$ cat config.mk
export PLATFORM = sky130hd
export DESIGN_NAME = bcd_calendar_clock
export DESIGN_NICKNAME = d
export VERILOG_FILES = /design/src/rtl/cal_pkg.sv /design/src/rtl/bcd_wrap_cnt.sv /design/src/rtl/cal_prescaler.sv /design/src/rtl/cal_time_chain.sv /design/src/rtl/cal_date_chain.sv /design/src/rtl/bcd_calendar_clock.sv
export SDC_FILE = /design/constraint.sdc
export NUM_CORES = 1
export LEC_CHECK = 0
export ABC_AREA = 1
export BUFFER_PORTS_ARGS = -buffer_cell sky130_fd_sc_hd__buf_2
export CAP_MARGIN = 10
export CORE_MARGIN = 4
export CORE_UTILIZATION = 47
export CTS_CLUSTER_DIAMETER = 200
export DETAILED_ROUTE_END_ITERATION = 10
export GPL_TIMING_DRIVEN = 0
export PLACE_DENSITY = 0.8
export SYNTH_ARGS = -nofsm -noshare
export SYNTH_HDL_FRONTEND = slang
export SYNTH_SLANG_ARGS = --single-unit
$ cat constraint.sdc
create_clock -name clk -period 2.4 [get_ports clk]
set_clock_uncertainty 0.2 [all_clocks]
set_input_delay 0.48 -clock clk [delete_from_list [all_inputs] [get_ports clk]]
set_output_delay 0.48 -clock clk [all_outputs]
set_load 0.02 [all_outputs]
$ cat src/rtl/cal_pkg.sv
package cal_pkg;

  typedef struct packed {
    logic [7:0] year;
    logic [7:0] month;
    logic [7:0] day;
    logic [7:0] wday;
    logic [7:0] hour;
    logic [7:0] minute;
    logic [7:0] second;
  } cal_t;

  localparam int CAL_BITS = $bits(cal_t);

  function automatic logic [7:0] bcd_inc(input logic [7:0] v);
    if (v[3:0] >= 4'd9) return {v[7:4] + 4'd1, 4'd0};
    return {v[7:4], v[3:0] + 4'd1};
  endfunction

  function automatic logic leap_year(input logic [7:0] y);
    logic [6:0] b;
    b = 7'(y[7:4]) * 7'd10 + 7'(y[3:0]);
    return (b[1:0] == 2'b00);
  endfunction

  function automatic logic [7:0] month_len(input logic [7:0] m,
                                           input logic [7:0] y);
    case (m)
      8'h02:                      return leap_year(y) ? 8'h29 : 8'h28;
      8'h04, 8'h06, 8'h09, 8'h11: return 8'h30;
      default:                    return 8'h31;
    endcase
  endfunction

endpackage

$ cat src/rtl/bcd_wrap_cnt.sv
module bcd_wrap_cnt
  import cal_pkg::*;
(
  input  logic       clk,
  input  logic       rst,
  input  logic [7:0] rst_val,
  input  logic       ld,
  input  logic [7:0] ld_val,
  input  logic       inc,
  input  logic [7:0] lo,
  input  logic [7:0] hi,
  output logic [7:0] q,
  output logic       wrap
);

  logic at_top;
  assign at_top = (q >= hi);
  assign wrap   = inc && at_top;

  always_ff @(posedge clk) begin
    if (rst)      q <= rst_val;
    else if (ld)  q <= ld_val;
    else if (inc) q <= at_top ? lo : bcd_inc(q);
  end

endmodule

$ cat src/rtl/cal_prescaler.sv
module cal_prescaler #(
  parameter int TICKS_PER_SEC = 4
) (
  input  logic clk,
  input  logic rst,
  input  logic clr,
  input  logic tb_tick,
  output logic sec_pulse
);

  localparam int CW = (TICKS_PER_SEC > 1) ? $clog2(TICKS_PER_SEC) : 1;
  localparam logic [CW-1:0] LAST = CW'(TICKS_PER_SEC - 1);

  logic [CW-1:0] cnt;
  logic          at_last;

  assign at_last   = (cnt == LAST);
  assign sec_pulse = tb_tick && !clr && at_last;

  always_ff @(posedge clk) begin
    if (rst || clr)   cnt <= '0;
    else if (tb_tick) cnt <= at_last ? '0 : cnt + 1'b1;
  end

endmodule

$ cat src/rtl/cal_time_chain.sv
module cal_time_chain (
  input  logic            clk,
  input  logic            rst,
  input  logic            ld,
  input  logic [2:0][7:0] ld_val,
  input  logic            sec_pulse,
  output logic [2:0][7:0] q,
  output logic            min_carry,
  output logic            day_carry
);

  // index 0 = seconds, 1 = minutes, 2 = hours
  localparam logic [2:0][7:0] HI = {8'h23, 8'h59, 8'h59};

  logic [3:0] inc;
  logic [2:0] wrap;

  assign inc[0] = sec_pulse;

  for (genvar g = 0; g < 3; g++) begin : g_field
    bcd_wrap_cnt u_cnt (
      .clk     (clk),
      .rst     (rst),
      .rst_val (8'h00),
      .ld      (ld),
      .ld_val  (ld_val[g]),
      .inc     (inc[g]),
      .lo      (8'h00),
      .hi      (HI[g]),
      .q       (q[g]),
      .wrap    (wrap[g])
    );
    assign inc[g+1] = wrap[g];
  end

  assign min_carry = inc[1];
  assign day_carry = inc[3];

endmodule

$ cat src/rtl/cal_date_chain.sv
module cal_date_chain
  import cal_pkg::*;
(
  input  logic       clk,
  input  logic       rst,
  input  logic       ld,
  input  logic [7:0] ld_wday,
  input  logic [7:0] ld_day,
  input  logic [7:0] ld_month,
  input  logic [7:0] ld_year,
  input  logic       day_carry,
  output logic [7:0] wday,
  output logic [7:0] day,
  output logic [7:0] month,
  output logic [7:0] year
);

  logic       mon_inc;
  logic       yr_inc;
  logic [7:0] last_day;

  assign last_day = month_len(month, year);

  always_ff @(posedge clk) begin
    if (rst)            wday <= 8'h01;
    else if (ld)        wday <= ld_wday;
    else if (day_carry) wday <= {wday[7], wday[5:0], wday[6]};
  end

  bcd_wrap_cnt u_day (
    .clk (clk), .rst (rst), .rst_val (8'h01), .ld (ld), .ld_val (ld_day),
    .inc (day_carry), .lo (8'h01), .hi (last_day), .q (day), .wrap (mon_inc)
  );

  bcd_wrap_cnt u_month (
    .clk (clk), .rst (rst), .rst_val (8'h01), .ld (ld), .ld_val (ld_month),
    .inc (mon_inc), .lo (8'h01), .hi (8'h12), .q (month), .wrap (yr_inc)
  );

  always_ff @(posedge clk) begin
    if (rst)         year <= 8'h00;
    else if (ld)     year <= ld_year;
    else if (yr_inc) year <= (year >= 8'h99) ? 8'h00 : bcd_inc(year);
  end

endmodule

$ cat src/rtl/bcd_calendar_clock.sv
module bcd_calendar_clock
  import cal_pkg::*;
#(
  parameter int TICKS_PER_SEC = 4
) (
  input  logic                clk,
  input  logic                rst,
  input  logic                tb_tick,
  input  logic                wr_en,
  input  logic [CAL_BITS-1:0] wr_data,
  output logic [CAL_BITS-1:0] rd_data,
  output logic                sec_strobe,
  output logic                min_strobe
);

  cal_t            wv;
  cal_t            cur;
  logic            sec_pulse;
  logic            min_carry;
  logic            day_carry;
  logic [2:0][7:0] tq;

  assign wv = cal_t'(wr_data);

  cal_prescaler #(.TICKS_PER_SEC(TICKS_PER_SEC)) u_pre (
    .clk (clk), .rst (rst), .clr (wr_en), .tb_tick (tb_tick),
    .sec_pulse (sec_pulse)
  );

  cal_time_chain u_time (
    .clk       (clk),
    .rst       (rst),
    .ld        (wr_en),
    .ld_val    ({wv.hour, wv.minute, wv.second}),
    .sec_pulse (sec_pulse),
    .q         (tq),
    .min_carry (min_carry),
    .day_carry (day_carry)
  );

  cal_date_chain u_date (
    .clk       (clk),
    .rst       (rst),
    .ld        (wr_en),
    .ld_wday   (wv.wday),
    .ld_day    (wv.day),
    .ld_month  (wv.month),
    .ld_year   (wv.year),
    .day_carry (day_carry),
    .wday      (cur.wday),
    .day       (cur.day),
    .month     (cur.month),
    .year      (cur.year)
  );

  assign cur.second = tq[0];
  assign cur.minute = tq[1];
  assign cur.hour   = tq[2];
  assign rd_data    = cur;

  always_ff @(posedge clk) begin
    if (rst) begin
      sec_strobe <= 1'b0;
      min_strobe <= 1'b0;
    end else begin
      sec_strobe <= sec_pulse;
      min_strobe <= min_carry;
    end
  end

endmodule

==> flow_metrics.env <==
export IMPL_crit_start="u_date.u_month.q[0]$_SDFFE_PP1P_"
export IMPL_cp_max_fo=8
export IMPL_ys_ff_latch=60
export IMPL_drive_gt1_frac=0.321
export IMPL_route_detailed_drc=0
export IMPL_worst_ep_arrival_time_ns=2.83
export IMPL_fmax_mhz=362
export IMPL_required_ns=2.47
export IMPL_synthesis_nets=649
export IMPL_cts_tree="built"
export IMPL_syn_area_um2=3840
export IMPL_synth_avg_cell_area_um2=6.95
export IMPL_p_leak_uw=0.00252
export IMPL_holdWs_ns=0.189
export IMPL_ys_warn_count=0
export IMPL_timing_final_crit_period_ns=2.76
export IMPL_die_y_um=98.4
export IMPL_clockBufferDepth=2
export IMPL_via_count=4324
export IMPL_die_w_um=98.4
export IMPL_insertion_delay_ns=0.33
export IMPL_ios=118
export IMPL_hold_viol_final=0
export IMPL_synth_largest_area_cell="dfxtp_1"
export IMPL_outcome="finished, violations left"
export IMPL_yosysUniqueCellTypes=36
export IMPL_path_clk_slew_ns=0.07
export IMPL_cp_end_kind="register"
export IMPL_fin_cells=805
export IMPL_fin_area_um2=5190
export IMPL_ys_flop_type="dfxtp_1"
export IMPL_antenna_cells=0
export IMPL_hpwl_um=8690
export IMPL_antenna_found_initial=0
export IMPL_fill_cells=685
export IMPL_rsz0062_at_grt="true"
export IMPL_synth_area_top_cells="dfxtp_1 (31%), nand2_1 (12%), ha_1 (12%)"
export IMPL_dr_pass1_iters=5
export IMPL_vdd_drop_max_v=0.000350
export IMPL_setup_viol=24
export IMPL_rrSetupSlack_ns=-0.36
export IMPL_async_flop_share=0
export IMPL_nets=794
export IMPL_min_from="wr_data[31]"
export IMPL_min_path_type="input pin to register"
export IMPL_dp_cells=772
export IMPL_cts_sinks=60
export IMPL_root_buffer="clkbuf_8"
export IMPL_timing_rr_start="u_date.u_month.q[0]$_SDFFE_PP1P_"
export IMPL_criticalPathCategory="register to register"
export IMPL_cap_violations=0
export IMPL_globalplace_congestion=0.925
export IMPL_avgViaCountPerCell=5.37
export IMPL_htreeDepth=3
export IMPL_slew_headroom=0.523
export IMPL_routed_wl_um=12300
export IMPL_drt_iter0_drc=273
export IMPL_period_share=1.15
export IMPL_holdBufCountCts=0
export IMPL_totalNegativeSetupSlack_ns=-6.61
export IMPL_coreArea_um2=7850
export IMPL_violations="negative setup slack"
export IMPL_synth_edf_count=0
export IMPL_track_usage=0.236
export IMPL_ys_seq_area_frac=0.313
export IMPL_initial_core_util=0.490
export IMPL_drtAntennaViolNets=0
export IMPL_place_ws_ns=-0.336
export IMPL_grt_first_pass_wirelength_um=18800
export IMPL_drv_slew=0
export IMPL_synth_cells=553
export IMPL_powerDensity_nw_per_um2=561
export IMPL_grt_start_max_net_pins=11
export IMPL_tightest_slew_ns=0.716
export IMPL_fin_ws_ns=-0.362
export IMPL_io_buffers=117
export IMPL_grt_ovfl_total=0
export IMPL_area_growth_pct=35.1
export IMPL_synth_top_area_share=0.313
export IMPL_post_dp_cell_area_um2=4600
export IMPL_grt_pass1_vias=4032
export IMPL_cts_made_buffers=9
export IMPL_dieArea_um2=9690
export IMPL_wire_per_inst_um=15.3
export IMPL_rows=32
export IMPL_crit_path_start_kind="register"
==> placed cells by master (no fill, tap or decap), types with 11 or more instances in the layout <==
| cell type | n |
|---|---|
| a21oi_1 | 43 |
| o21ai_0 | 43 |
| buf_4 | 15 |
| nand2_1 | 112 |
| nand2_2 | 11 |
| nor2_1 | 54 |
| buf_2 | 119 |
| nand3_1 | 23 |
| inv_1 | 50 |
| ha_1 | 31 |
| o21ai_1 | 11 |
| clkbuf_8 | 11 |
| dfxtp_1 | 55 |
==> through the flow <==
step | util | power (uW)
final | 0.662 | 2910
after global routing | 0.662 | 3030
after CTS | 0.637 | 2850
after detailed placement | 0.586 | 1720
after global placement | 0.586 | 1700
after floorplan | - | 1520
==> routing by layer <==
metal / part of all wire / routed length (um) / global-route usage
met5: 0 / 0 / 0
met4: 0.018 / 227 / 0.0746
met3: 0.067 / 820 / 0.0488
met2: 0.48 / 5960 / 0.391
met1: 0.43 / 5300 / 0.309
==> worst max-delay path, stage by stage (launching register included) <==
cell and delay (ns):
dfxtp_4 0.41, inv_6 0.05, ha_4 0.16, o21ai_2 0.15
o21ai_1 0.08, a32o_2 0.25, nor2_2 0.08, ha_1 0.14
nand2_2 0.07, nor2_4 0.15, nand3_2 0.11, buf_4 0.15
nand4_1 0.08, buf_6 0.16, nand2_8 0.09, nor2_4 0.16
nand2_2 0.07, a21oi_2 0.13
==> state kept, by name, indices dropped and copies added, names as in the netlist <==
signal and flops:
u_date.year 8, u_date.u_month.q 8, min_strobe 1, u_date.u_day.q 8, sec_strobe 1, u_pre.cnt 2, u_date.wday 8, u_time.g_field.u_cnt.q 24
==> cell type report <==
type / instances / area [um2] / share of cell area
plain buffers: 13 / 51.3 / 0.00988
clock buffers: 13 / 180 / 0.0347
repair buffers: 134 / 721 / 0.139
clock inverters: 3 / 65.1 / 0.0125
flip-flops and latches: 60 / 1220 / 0.235
inverters: 64 / 258 / 0.0497
multi-input cells: 416 / 2570 / 0.495
well taps: 102 / 128 / 0.0246
==> cell usage after synthesis, types with 7 or more instances <==
cell type  instances
o21ai_0           55
nand2_1          121
xor2_1             9
clkbuf_1           7
dfxtp_1           60
inv_1             54
ha_1              36
inv_2              8
nand3_1           26
nor2_1            62
a21oi_1           48
==> cells by family (layout without fill, tap and decap cells) <==
| logic type | Yosys count | in the layout | share of synthesized area |
|---|---|---|---|
| simple gates | 235 | 235 | 0.276 |
| fa+ha+maj | 36 | 36 | 0.117 |
| compound gates | 129 | 129 | 0.182 |
| mux | 1 | 1 | 0.00261 |
| flops | 60 | 60 | 0.313 |
| xor+xnor | 15 | 15 | 0.0342 |
| buf+inv | 77 | 227 | 0.0759 |
==> timing repair <==
action / CTS / global route
pin swaps: 13 / 16
gates resized for setup: 32 / 34
endpoints found under the setup margin: 24 / 24
buffers inserted: 9 / 8
==> final timing paths <==
path | endpoint | depth (start not counted)
hold reg to reg | u_date.wday[6]$_SDFFE_PP0P_ | 2
setup reg to reg | u_date.year[3]$_SDFFE_PP0P_ | 17
hold / removal | u_date.wday[7]$_SDFFE_PP0P_ | 3
setup / recovery | u_date.year[3]$_SDFFE_PP0P_ | 17
==> power breakdown <==
| part | internal (uW) | switching [uW] |
|---|---|---|
| logic | 246 | 420 |
| clock network | 704 | 417 |
| registers | 1050 | 75.9 |
| total | 2000 | 912 |
Power figures use the tool's default switching activity.
